--- config.mk ---
export PLATFORM = sky130hd
export DESIGN_NAME = intc_vec_nmi
export DESIGN_NICKNAME = d
export VERILOG_FILES = /design/src/rtl/intc_pkg.sv /design/src/rtl/intc_req_capture.sv /design/src/rtl/intc_regport.sv /design/src/rtl/intc_vec_out.sv /design/src/rtl/intc_vec_nmi.sv
export SDC_FILE = /design/constraint.sdc
export NUM_CORES = 1
export LEC_CHECK = 0
export BUFFER_PORTS_ARGS = -buffer_cell sky130_fd_sc_hd__clkbuf_2
export CORE_MARGIN = 2
export CORE_UTILIZATION = 35
export DETAILED_ROUTE_END_ITERATION = 7
export GPL_TIMING_DRIVEN = 0
export PLACE_DENSITY_LB_ADDON = 0.1
export SYNTH_ARGS = -nofsm -noshare
export SYNTH_HDL_FRONTEND = slang
export SYNTH_SLANG_ARGS = --single-unit
--- constraint.sdc ---
create_clock -name clk -period 20.8 [get_ports clk]
set_input_delay 2.08 -clock clk [delete_from_list [all_inputs] [get_ports clk]]
set_output_delay 2.08 -clock clk [all_outputs]
set_load 0.01 [all_outputs]
--- src/rtl/intc_pkg.sv ---
package intc_pkg;

  // Word indices of the register port; the bench and software decode them.
  typedef enum logic [2:0] {
    WI_MASK   = 3'd0,
    WI_RAW    = 3'd1,
    WI_GATED  = 3'd2,
    WI_NMI    = 3'd3,
    WI_SPARE  = 3'd4
  } word_idx_e;

  localparam int unsigned DEF_LINES     = 32;
  localparam int unsigned DEF_NMI_FIRST = 30;
  localparam int unsigned DEF_ADDR_W    = 8;
  localparam int unsigned DEF_VEC_W     = 8;
  localparam int unsigned DEF_VEC_BASE  = 32'h31;
  localparam int unsigned DEF_VEC_MULTI = 32'h30;

endpackage

--- src/rtl/intc_req_capture.sv ---
module intc_req_capture #(
  parameter int unsigned NUM_LINES = intc_pkg::DEF_LINES,
  parameter int unsigned NMI_FIRST = intc_pkg::DEF_NMI_FIRST
) (
  input  logic                 clk,
  input  logic                 rst_n,
  input  logic [NUM_LINES-1:0] req_i,
  output logic [NUM_LINES-1:0] raw_next,
  output logic [NUM_LINES-1:0] nmi_next,
  output logic [NUM_LINES-1:0] raw_q,
  output logic [NUM_LINES-1:0] nmi_q
);

  // Line n below NMI_FIRST lands on raw bit n-1; line 0 has no bit.
  function automatic logic [NUM_LINES-1:0] pend_of(input logic [NUM_LINES-1:0] lines);
    logic [NUM_LINES-1:0] r;
    r = '0;
    for (int n = 1; n < NUM_LINES; n++) begin
      if (n < NMI_FIRST) r[n-1] = lines[n];
    end
    return r;
  endfunction

  // Lines at or above NMI_FIRST keep their own bit position.
  function automatic logic [NUM_LINES-1:0] nmi_of(input logic [NUM_LINES-1:0] lines);
    logic [NUM_LINES-1:0] r;
    r = '0;
    for (int n = 0; n < NUM_LINES; n++) begin
      if (n >= NMI_FIRST) r[n] = lines[n];
    end
    return r;
  endfunction

  assign raw_next = pend_of(req_i);
  assign nmi_next = nmi_of(req_i);

  always_ff @(posedge clk or negedge rst_n) begin
    if (!rst_n) begin
      raw_q <= '0;
      nmi_q <= '0;
    end else begin
      raw_q <= raw_next;
      nmi_q <= nmi_next;
    end
  end

endmodule

--- src/rtl/intc_regport.sv ---
module intc_regport #(
  parameter int unsigned DATA_W = intc_pkg::DEF_LINES,
  parameter int unsigned ADDR_W = intc_pkg::DEF_ADDR_W
) (
  input  logic              clk,
  input  logic              rst_n,
  input  logic [ADDR_W-1:0] addr,
  input  logic              we,
  input  logic [DATA_W-1:0] wdata,
  input  logic [DATA_W-1:0] raw_q,
  input  logic [DATA_W-1:0] nmi_q,
  output logic              mask_wr,
  output logic [DATA_W-1:0] mask_q,
  output logic [DATA_W-1:0] mask_next,
  output logic [DATA_W-1:0] gated_q,
  output logic [DATA_W-1:0] rdata
);
  import intc_pkg::*;

  localparam int unsigned IDX_W = ADDR_W - 2;

  logic [IDX_W-1:0]  word_idx;
  logic [DATA_W-1:0] rd_next;

  function automatic logic [IDX_W-1:0] word_of(input logic [ADDR_W-1:0] a);
    return IDX_W'(a >> 2);
  endfunction

  assign word_idx  = word_of(addr);
  assign mask_wr   = we && (word_idx == IDX_W'(WI_MASK));
  assign mask_next = mask_wr ? wdata : mask_q;
  assign gated_q   = raw_q & mask_q;

  always_ff @(posedge clk or negedge rst_n) begin
    if (!rst_n) mask_q <= '0;
    else        mask_q <= mask_next;
  end

  always_comb begin
    rd_next = '0;
    if (word_idx == IDX_W'(WI_MASK))       rd_next = mask_q;
    else if (word_idx == IDX_W'(WI_RAW))   rd_next = raw_q;
    else if (word_idx == IDX_W'(WI_GATED)) rd_next = gated_q;
    else if (word_idx == IDX_W'(WI_NMI))   rd_next = nmi_q;
    else                                   rd_next = '0;
  end

  always_ff @(posedge clk or negedge rst_n) begin
    if (!rst_n) rdata <= '0;
    else        rdata <= rd_next;
  end

endmodule

--- src/rtl/intc_vec_out.sv ---
module intc_vec_out #(
  parameter int unsigned NUM_LINES = intc_pkg::DEF_LINES,
  parameter int unsigned VEC_W     = intc_pkg::DEF_VEC_W,
  parameter int unsigned VEC_BASE  = intc_pkg::DEF_VEC_BASE,
  parameter int unsigned VEC_MULTI = intc_pkg::DEF_VEC_MULTI
) (
  input  logic                 clk,
  input  logic                 rst_n,
  input  logic [NUM_LINES-1:0] gated_next,
  input  logic [NUM_LINES-1:0] nmi_next,
  output logic [VEC_W-1:0]     vec_o,
  output logic                 irq_o,
  output logic                 nmi_o
);

  // Only the low NUM_LINES-1 gated bits take part in encoding.
  localparam int unsigned ENC_BITS = NUM_LINES - 1;

  logic [VEC_W-1:0] vec_next;

  function automatic logic [VEC_W-1:0] vec_of(input logic [NUM_LINES-1:0] m);
    logic [VEC_W-1:0] first;
    int unsigned      hits;
    first = '0;
    hits  = 0;
    for (int i = NUM_LINES - 1; i >= 0; i--) begin
      if (m[i] && (i < ENC_BITS)) begin
        first = VEC_W'(VEC_BASE + i);
        hits  = hits + 1;
      end
    end
    if (hits == 0)      return '0;
    else if (hits == 1) return first;
    else                return VEC_W'(VEC_MULTI);
  endfunction

  assign vec_next = vec_of(gated_next);

  always_ff @(posedge clk or negedge rst_n) begin
    if (!rst_n) begin
      vec_o <= '0;
      irq_o <= 1'b0;
      nmi_o <= 1'b0;
    end else begin
      vec_o <= vec_next;
      irq_o <= (vec_next != '0);
      nmi_o <= (nmi_next != '0);
    end
  end

endmodule

--- src/rtl/intc_vec_nmi.sv ---
module intc_vec_nmi #(
  parameter int unsigned NUM_LINES = intc_pkg::DEF_LINES,
  parameter int unsigned NMI_FIRST = intc_pkg::DEF_NMI_FIRST,
  parameter int unsigned ADDR_W    = intc_pkg::DEF_ADDR_W,
  parameter int unsigned VEC_W     = intc_pkg::DEF_VEC_W,
  parameter int unsigned VEC_BASE  = intc_pkg::DEF_VEC_BASE,
  parameter int unsigned VEC_MULTI = intc_pkg::DEF_VEC_MULTI
) (
  input  logic                 clk,
  input  logic                 rst_n,
  input  logic [NUM_LINES-1:0] req_i,
  input  logic [ADDR_W-1:0]    addr,
  input  logic                 we,
  input  logic [NUM_LINES-1:0] wdata,
  output logic [NUM_LINES-1:0] rdata,
  output logic [VEC_W-1:0]     vec_o,
  output logic                 irq_o,
  output logic                 nmi_o
);

  // Named internal events, visible to the bound checker.
  logic [NUM_LINES-1:0] raw_next;
  logic [NUM_LINES-1:0] nmi_next;
  logic [NUM_LINES-1:0] raw_q;
  logic [NUM_LINES-1:0] nmi_q;
  logic [NUM_LINES-1:0] mask_q;
  logic [NUM_LINES-1:0] mask_next;
  logic [NUM_LINES-1:0] gated_q;
  logic [NUM_LINES-1:0] gated_next;
  logic                 mask_wr;

  intc_req_capture #(
    .NUM_LINES (NUM_LINES),
    .NMI_FIRST (NMI_FIRST)
  ) u_capture (
    .clk      (clk),
    .rst_n    (rst_n),
    .req_i    (req_i),
    .raw_next (raw_next),
    .nmi_next (nmi_next),
    .raw_q    (raw_q),
    .nmi_q    (nmi_q)
  );

  intc_regport #(
    .DATA_W (NUM_LINES),
    .ADDR_W (ADDR_W)
  ) u_regport (
    .clk       (clk),
    .rst_n     (rst_n),
    .addr      (addr),
    .we        (we),
    .wdata     (wdata),
    .raw_q     (raw_q),
    .nmi_q     (nmi_q),
    .mask_wr   (mask_wr),
    .mask_q    (mask_q),
    .mask_next (mask_next),
    .gated_q   (gated_q),
    .rdata     (rdata)
  );

  // The outputs are built from next-state values so they move on the same
  // edge as the status words.
  assign gated_next = raw_next & mask_next;

  intc_vec_out #(
    .NUM_LINES (NUM_LINES),
    .VEC_W     (VEC_W),
    .VEC_BASE  (VEC_BASE),
    .VEC_MULTI (VEC_MULTI)
  ) u_vec (
    .clk        (clk),
    .rst_n      (rst_n),
    .gated_next (gated_next),
    .nmi_next   (nmi_next),
    .vec_o      (vec_o),
    .irq_o      (irq_o),
    .nmi_o      (nmi_o)
  );

endmodule

==> impl_metrics.tcl, run 1 <==
set metrics [dict create \
    seqCellArea_sq_um 2580 \
    tritoncts "done" \
    grt_pass1_vias 8206 \
    wl_met2_um 12200 \
    final_cell_area_sq_um 11400 \
    grt_max_degree 104 \
    status "completed" \
    fin_crit_sh_pct 96.3 \
    final_common_cell "nand2_1" \
    grtUsageTotal_pct 19.8 \
    synth_ff_type "dfrtp_1" \
    cts-root-buf "clkbuf_16" \
    die-height_um 168 \
    met1_length_um 14800 \
    synth_area_per_cell_sq_um 8.24 \
    worstPathArrival_ps 20240 \
    grt_pass1_wl_um 45000 \
    worstPathRequired_ps 21020 \
    dp_worst_setup_slack_ps -2750 \
    final_cells 1649 \
    vdd_drop_max_mv 0.0477 \
    clock-sinks 103 \
    sequentialPowerShare_pct 20.1 \
    cp-end-kind "register" \
    setup_ws_ps 779 \
    finalSetupViolCount 0 \
    timing.fmax_ghz 0.0499 \
    yosys.cell_types.count 92 \
    cts_max_path_buffers 2 \
    p_int_mw 0.629 \
    drt_wl_total_um 28500 \
    synth_edf_count 0 \
    multi_input_area_sq_um 6930 \
    tns_ps 0 \
    pin_count 117 \
    dp_cells 1593 \
    syn_inst 1142 \
    p_clk_share_pct 14.8 \
    ys_seq_area_share_pct 27.4 \
    layout-drive-gt1-share_pct 23.0 \
    coreArea_sq_um 26700 \
    power.total_mw 1.12 \
    ys_ff_latch 103 \
    hpwl_um 22300 \
    hold_class "reg -> reg" \
    die_x_um 168 \
    place.gp.congestion 0.868 \
    powerDensity_nw_per_um2 98.4 \
    remaining_drc_errors 0 \
    grt-ovfl-total 0 \
    worstSkewPairLatency_ps 350 \
    worst_slew_pin_slew_ps 878 \
    maxSlewHeadroom_pct 40.0 \
    placed_cell_area_sq_um 10500 \
    post-route-util_pct 42.9 \
    grt_antenna_before_repair 1 \
    crit_path_top_delay_cell "or4_4" \
    synth.net_count 1246 \
    core.rowCount 60 \
    crit_fanout 8 \
    die_area_sq_um 28200 \
    cts-hold-fix-buffers 0 \
    crit_type "in -> reg" \
    hold_viol 0 \
    portBuffers 110 \
    p_switching_mw 0.495 \
    async_flop_share_pct 100 \
    start_util_pct 35.3 \
    ys_warn_count 0 \
    hold_slack_ps 466 \
    slowest_delay_ps 540 \
    cts-htree-levels 3 \
    drv_cap 0 \
    post-route-min-period_ps 20020 \
    drtAntennaViolNets 0 \
    wl_per_cell_um 17.3 \
    fin_skew_ps 8.43 \
    top_layer "met4" \
    drv_slew 0 \
    p_leak_nw 4.95 \
    cp_common_cell "ha_1" \
    syn2layout_area_growth_pct 21.4 \
    n_fill_cell 2694 \
    cts_inserted_buffers 9 \
    netlist_area_sq_um 9420 \
    dr.pass1.iters 5 \
    clk_pin_slew_ps 70 \
    drtIter0Drc 653 \
    via_count 8833 \
    mostFrequentLayoutCells "161 x nand2_1, 109 x clkbuf_2, 103 x dfrtp_1" \
    p_comb_share_pct 65.1 \
    detail_route.vias_per_cell 5.36 \
    wl_met3_um 1150 \
    switching_share_pct 44.1 \
    worstSetupStartpointType "input port" \
    final_nets 1406 \
]
## worst max-delay path: cells and delay by family
| kind | cells | cell delay, ps |
|---|---|---|
| fa+ha+maj | 27 | 7230 |
| simple gates | 32 | 4440 |
| compound gates | 24 | 4020 |
| mux | 6 | 1490 |
| buf+inv | 10 | 830 |
| xor+xnor | 1 | 130 |
## Yosys cell counts (all sizes together) (25+ instances only)
| cell | n | share of area [%] |
|---|---|---|
| xnor2 | 70 | 7.1 |
| dfrtp | 103 | 27 |
| nand2b | 39 | 2.6 |
| clkbuf | 27 | 1.1 |
| and2 | 25 | 1.7 |
| nor2 | 107 | 4.3 |
| xor2 | 49 | 5.0 |
| ha | 29 | 3.9 |
| a32oi | 31 | 2.9 |
| nor3 | 28 | 1.5 |
| mux2i | 27 | 2.9 |
| inv | 26 | 1.0 |
| o21ai | 51 | 2.8 |
| nand3 | 65 | 3.5 |
| nand2 | 170 | 6.8 |
| a21oi | 39 | 2.2 |
## logic make-up (layout without fill, tap and decap cells)
group	after synthesis	after routing	synth area share, %
mux	43	43	4.78
compound gates	238	238	17.9
buf+inv	70	235	2.99
simple gates	524	524	27.3
flops	103	103	27.4
xor+xnor	133	133	15.6
other cells	1	2	0.0398
fa+ha+maj	30	30	3.96
## state kept, by name, indices dropped and copies added, names as in the netlist
signal            count
u_regport.rdata      32
u_vec.nmi_o           1
u_vec.irq_o           1
u_vec.vec_o           6
u_capture.raw_q      29
u_capture.nmi_q       2
u_regport.mask_q     32
## layout make-up
cell class	instances	area share [%]
diodes	1	0.0219
plain buffers	38	1.86
clock buffers	10	2.09
clock inverters	6	0.449
inverters	26	0.854
multi-input cells	969	60.6
flip-flops and latches	103	22.5
well taps	341	3.73
repair buffers	155	7.85
## power groups by stage
stage | combinational, mW | clock [mW] | sequential [mW]
after floorplan | 0.441 | 0 | 0.229
after global placement | 0.562 | 0 | 0.230
after detailed placement | 0.573 | 0 | 0.230
after CTS | 0.626 | 0.171 | 0.226
after global routing | 0.812 | 0.180 | 0.228
final | 0.732 | 0.167 | 0.226
## metal layers
metal	vias to the layer above	global-route usage, %
met5	-	0
met4	0	4.54
met3	17	1.79
met2	181	29.7
met1	4199	30.7
li1	4436	-
## timing repair
| item | 4_1_cts | 5_1_grt |
|---|---|---|
| setup endpoints to repair | 7 | 7 |
| resized for setup | 25 | 48 |
| pin swaps | 12 | 20 |
| hold endpoints to repair | 0 | 0 |
| setup buffers | 20 | 25 |
## worst paths after layout
check / slack, ps / to / cells after the start / startpoint
worst min register to register: 470 / u_regport.mask_q[29] / 2 / u_regport.mask_q[29]
worst min-delay path: 470 / u_regport.mask_q[29] / 2 / u_regport.mask_q[29]
worst max-delay path: 780 / u_vec.irq_o / 100 / addr[5]
worst max register to register: 3110 / u_vec.irq_o / 95 / u_regport.mask_q[28]
min in group asynchronous: 1800 / u_regport.rdata[25] / 1 / rst_n
max in group asynchronous: 18420 / u_capture.raw_q[2] / 1 / rst_n
No activity file was read; power rests on OpenSTA's default activity.
==> inputs of run 2 (changes only) <==
--- a/config.mk
+++ b/config.mk
@@ -10,7 +10,6 @@
 export CORE_UTILIZATION = 35
 export DETAILED_ROUTE_END_ITERATION = 7
 export GPL_TIMING_DRIVEN = 0
-export PLACE_DENSITY_LB_ADDON = 0.1
 export SYNTH_ARGS = -nofsm -noshare
 export SYNTH_HDL_FRONTEND = slang
 export SYNTH_SLANG_ARGS = --single-unit
==> run 2 against run 1 <==
  * Global-route usage down 0.76 points
  * Hold slack better by 9.4 ps
  * Clock power up 7%
  * Critical endpoint unchanged
==> impl_metrics.tcl, run 2 (same netlist as run 1, synthesis figures left out) <==
set metrics [dict create \
    status "completed" \
    finalSetupViolCount 0 \
    dp_cells 1594 \
    worstPathArrival_ps 20380 \
    grt_max_degree 57 \
    tritoncts "done" \
    crit_path_top_delay_cell "or4_4" \
    die_area_sq_um 28200 \
    grt_pass1_wl_um 43800 \
    powerDensity_nw_per_um2 98.0 \
    crit_type "in -> reg" \
    cts_max_path_buffers 2 \
    largest_registers "u_regport.mask_q (32), u_regport.rdata (32), u_capture.raw_q (29)" \
    mostFrequentLayoutCells "162 x nand2_1, 109 x clkbuf_2, 103 x dfrtp_1" \
    cts-root-buf "clkbuf_16" \
    detail_route.vias_per_cell 5.47 \
    cp_common_cell "ha_1" \
    tns_ps 0 \
    grtUsageMet3_pct 1.36 \
    start_util_pct 35.3 \
    pin_count 117 \
    timing.fmax_ghz 0.0496 \
    fin_skew_ps 15.8 \
    via_count 9011 \
    drt_wl_total_um 27600 \
    layout-drive-gt1-share_pct 22.1 \
    p_leak_nw 4.97 \
    final_cell_area_sq_um 11500 \
    placed_cell_area_sq_um 10500 \
    cts_inserted_buffers 9 \
    grtUsageTotal_pct 19.1 \
    grt_pass1_vias 8319 \
    worstPathRequired_ps 21020 \
    grt_util_met1_pct 28.4 \
    drv_cap 0 \
    crit_fanout 8 \
    final_nets 1404 \
    grt_antenna_before_repair 0 \
    worstSkewPairLatency_ps 340 \
    portBuffers 110 \
    diodes 0 \
    hpwl_um 21400 \
    coreArea_sq_um 26700 \
    slowest_delay_ps 540 \
    final_common_cell "nand2_1" \
    remaining_drc_errors 0 \
    wl_per_cell_um 16.8 \
    cp-end-kind "register" \
    core.rowCount 60 \
    syn2layout_area_growth_pct 21.6 \
    maxSlewHeadroom_pct 42.1 \
    final_cells 1646 \
    place.gp.congestion 0.908 \
    use_met2_pct 30.2 \
    worstSetupStartpointType "input port" \
    busiest_layer "met2" \
    drv_slew 0 \
    power.total_mw 1.12 \
    hold_class "reg -> reg" \
    worst_slew_pin_slew_ps 847 \
    clock-sinks 103 \
    grt-ovfl-total 0 \
    post-route-util_pct 43.0 \
    cts-htree-levels 3 \
    drtAntennaViolNets 0 \
    die-height_um 168 \
    dr.pass1.iters 5 \
    hold_viol 0 \
    die_x_um 168 \
    drtIter0Drc 660 \
    clk_pin_slew_ps 70 \
    fin_crit_sh_pct 96.9 \
    vdd_drop_max_mv 0.0529 \
    post-route-min-period_ps 20170 \
]
-- run 2: cell types whose count changed in the layout (fill, tap and decap cells not counted), sizes merged --
cell / change
clkinvlp: -1
clkinv: +1
buf: -2
bufbuf: +1
inv: -1
bufinv: +1
clkbuf: -1
diode: -1
-- run 2: path summary, 6_finish.rpt --
| check | from | to | slack (ps) | cells after the start |
|---|---|---|---|---|
| max in group asynchronous | rst_n | u_vec.vec_o[3] | 18220 | 2 |
| min in group asynchronous | rst_n | u_capture.raw_q[21] | 1840 | 1 |
| worst min register to register | u_regport.mask_q[29] | u_regport.mask_q[29] | 480 | 2 |
| worst max register to register | u_regport.mask_q[28] | u_vec.irq_o | 2980 | 95 |
| worst min-delay path | u_regport.mask_q[29] | u_regport.mask_q[29] | 480 | 2 |
| worst max-delay path | addr[5] | u_vec.irq_o | 630 | 100 |
-- run 2: final cells by class --
type	instances	area, sq um
repair buffers	153	925
clock inverters	6	76.3
multi-input cells	969	6890
well taps	341	427
plain buffers	38	215
clock buffers	10	239
flip-flops and latches	103	2580
fillers	2606	15200
inverters	26	97.6
-- run 2: power by group --
part | switching, mW | internal [mW] | leakage, nW
logic | 0.396 | 0.321 | 3.49
registers | 0.00972 | 0.217 | 1.33
clock network | 0.0797 | 0.0986 | 0.149
total | 0.486 | 0.636 | 4.97
-- run 2: repair_timing --
action | 4_1_cts | 5_1_grt
resized for setup | 27 | 42
endpoints found under the hold margin | 0 | 0
gates cloned | 1 | 0
buffers inserted | 17 | 24
hold buffers | 0 | 0
pin swaps | 12 | 25
setup endpoints to repair | 7 | 7
-- run 2: worst max-delay path, delay by kind of cell --
| kind | cells | cell delay [ps] |
|---|---|---|
| buf+inv | 10 | 860 |
| compound gates | 24 | 4070 |
| simple gates | 32 | 4400 |
| fa+ha+maj | 27 | 7290 |
| xor+xnor | 1 | 120 |
| mux | 6 | 1520 |
-- run 2: per-stage QoR --
stage	setup WS (ps)	hold WS, ps
2_1_floorplan	5.21	437
3_3_place_gp	-2320	455
3_5_place_dp	-2590	459
4_1_cts	7.27	477
5_1_grt	-178	515
6_report	635	476
-- run 2: metal layers --
layer  routed length, um  vias up
met4                 481        0
met5                   0        -
met2               12200      236
li1                    -     4427
met3                1280       28
met1               13700     4320
==> inputs of run 3 (changes only) <==
--- a/config.mk
+++ b/config.mk
@@ -10,6 +10,7 @@
 export CORE_UTILIZATION = 35
 export DETAILED_ROUTE_END_ITERATION = 7
 export GPL_TIMING_DRIVEN = 0
+export PLACE_DENSITY_LB_ADDON = 0.08
 export SYNTH_ARGS = -nofsm -noshare
 export SYNTH_HDL_FRONTEND = slang
 export SYNTH_SLANG_ARGS = --single-unit
==> run 3 against run 2 <==
  * Via count is 1.9% lower
  * Non-clock buffer count is 3 lower
  * Wire length is 4.9% higher
  * Fmax is 0.98% higher
  * Clock power is 8% higher
  * Global-route usage is 1.2 points higher
  * Clock skew is 8.1 ps lower
  * Sequential share of layout area is 0.059 points higher
  * Final cell count is 0.24% lower
  * Largest power group unchanged
==> impl_metrics.tcl, run 3 (same netlist as run 1, synthesis figures left out) <==
set metrics [dict create \
    grt_max_degree 104 \
    worstPathRequired_ps 21020 \
    detail_route.vias_per_cell 5.38 \
    hold_viol 0 \
    start_util_pct 35.3 \
    grt-ovfl-total 0 \
    final_nets 1401 \
    cts_inserted_buffers 9 \
    dr.pass1.iters 7 \
    vdd_drop_max_mv 0.0603 \
    cp_common_cell "ha_1" \
    drv_slew 0 \
    drtIter0Drc 605 \
    timing.fmax_ghz 0.0501 \
    portBuffers 110 \
    clk_pin_slew_ps 70 \
    maxSlewHeadroom_pct 29.0 \
    grt_pass1_wl_um 45700 \
    drtAntennaViolNets 0 \
    drt_wl_total_um 29000 \
    drv_cap 0 \
    clock-sinks 103 \
    worstSkewPairLatency_ps 350 \
    tns_ps 0 \
    coreArea_sq_um 26700 \
    place.gp.congestion 0.840 \
    die_area_sq_um 28200 \
    cts-htree-levels 3 \
    slowest_delay_ps 550 \
    crit_type "in -> reg" \
    die_x_um 168 \
    worstSetupStartpointType "input port" \
    worst_slew_pin_slew_ps 1040 \
    crit_fanout 8 \
    p_leak_nw 4.98 \
    grt_antenna_before_repair 0 \
    largest_registers "u_regport.mask_q (32), u_regport.rdata (32), u_capture.raw_q (29)" \
    grtUsageTotal_pct 20.3 \
    cts_max_path_buffers 2 \
    powerDensity_nw_per_um2 100 \
    hold_class "reg -> reg" \
    final_common_cell "nand2_1" \
    status "completed" \
    finalSetupViolCount 0 \
    cp-end-kind "register" \
    worstPathArrival_ps 20190 \
    cts-root-buf "clkbuf_16" \
    core.rowCount 60 \
    post-route-min-period_ps 19970 \
    mostFrequentLayoutCells "162 x nand2_1, 109 x clkbuf_2, 103 x dfrtp_1" \
    fin_skew_ps 7.63 \
    remaining_drc_errors 0 \
    tritoncts "done" \
    power.total_mw 1.15 \
    via_count 8839 \
    wl_per_cell_um 17.7 \
    die-height_um 168 \
    syn2layout_area_growth_pct 21.3 \
    pin_count 117 \
    hpwl_um 22400 \
    fin_crit_sh_pct 96.0 \
    crit_path_top_delay_cell "or4_4" \
    grt_pass1_vias 8332 \
    diodes 0 \
    layout-drive-gt1-share_pct 22.1 \
]
## run 3: cell count changes in the layout (fill, tap and decap cells not counted), moves of 2 or more
cell and delta:
o21ai_0 -2, clkinv_2 +2, inv_8 -2, bufinv_16 +2
clkinvlp_4 -2, o21ai_1 +2
## run 3: timing repair
item | 4_1_cts | 5_1_grt
setup endpoints to repair | 7 | 7
cloned | 0 | 0
hold buffers | 0 | 0
endpoints found under the hold margin | 0 | 0
setup buffers | 20 | 20
pin swaps | 20 | 25
resized for setup | 36 | 36
## run 3: area by class of cell
class | count | area (sq um)
Buffer | 38 | 216
Fill cell | 2723 | 15200
Inverter | 26 | 97.6
Sequential cell | 103 | 2580
Clock inverter | 6 | 109
Tap cell | 341 | 427
Multi-Input combinational cell | 969 | 6910
Clock buffer | 9 | 225
Timing Repair Buffer | 150 | 860
## run 3: through the flow
| stage | worst slack (ps) | cell area, sq um | util, % | instances | hold WS, ps |
|---|---|---|---|---|---|
| floorplan | 5.21 | 9490 | - | 1142 | 437 |
| global placement | -2710 | 10500 | 39.3 | 1593 | 453 |
| detailed placement | -2820 | 10500 | 39.3 | 1593 | 466 |
| CTS | 2.75 | 11100 | 41.6 | 1622 | 483 |
| global route | -81.3 | 11400 | 42.9 | 1642 | 519 |
| finish | 830 | 11400 | 42.9 | 1642 | 477 |
## run 3: report_power, final
part           leakage [nW]  internal (mW)  total (mW)  switching, mW
logic                  3.48          0.328       0.726          0.398
clock network         0.166          0.117       0.193         0.0759
registers              1.33          0.217       0.227        0.00989
## run 3: critical path, delay by kind of cell
kind | cells | cell delay, ps
xor gates and xnor gates | 1 | 130
buffers and inverters | 11 | 1000
adders and majority gates | 27 | 7270
and+or+nand+nor | 31 | 3850
muxes | 6 | 1480
AOI/OAI and AO/OA | 25 | 4320
## run 3: metal layers
layer,track usage (%),part of all wire (%)
met5,0,0
met4,3.63,0.89
met3,2.05,3.3
met2,31.7,44
met1,30.5,52
## run 3: path summary, 6_finish.rpt
path	cells after the start	start	endpoint	slack, ps
min in group asynchronous	1	rst_n	u_regport.rdata[25]	1810
max in group asynchronous	1	rst_n	u_vec.vec_o[1]	18420
worst min register to register	2	u_regport.mask_q[30]	u_regport.mask_q[30]	480
worst min-delay path	2	u_regport.mask_q[30]	u_regport.mask_q[30]	480
worst max register to register	96	u_regport.mask_q[28]	u_vec.vec_o[5]	3170
worst max-delay path	101	addr[5]	u_vec.vec_o[5]	830
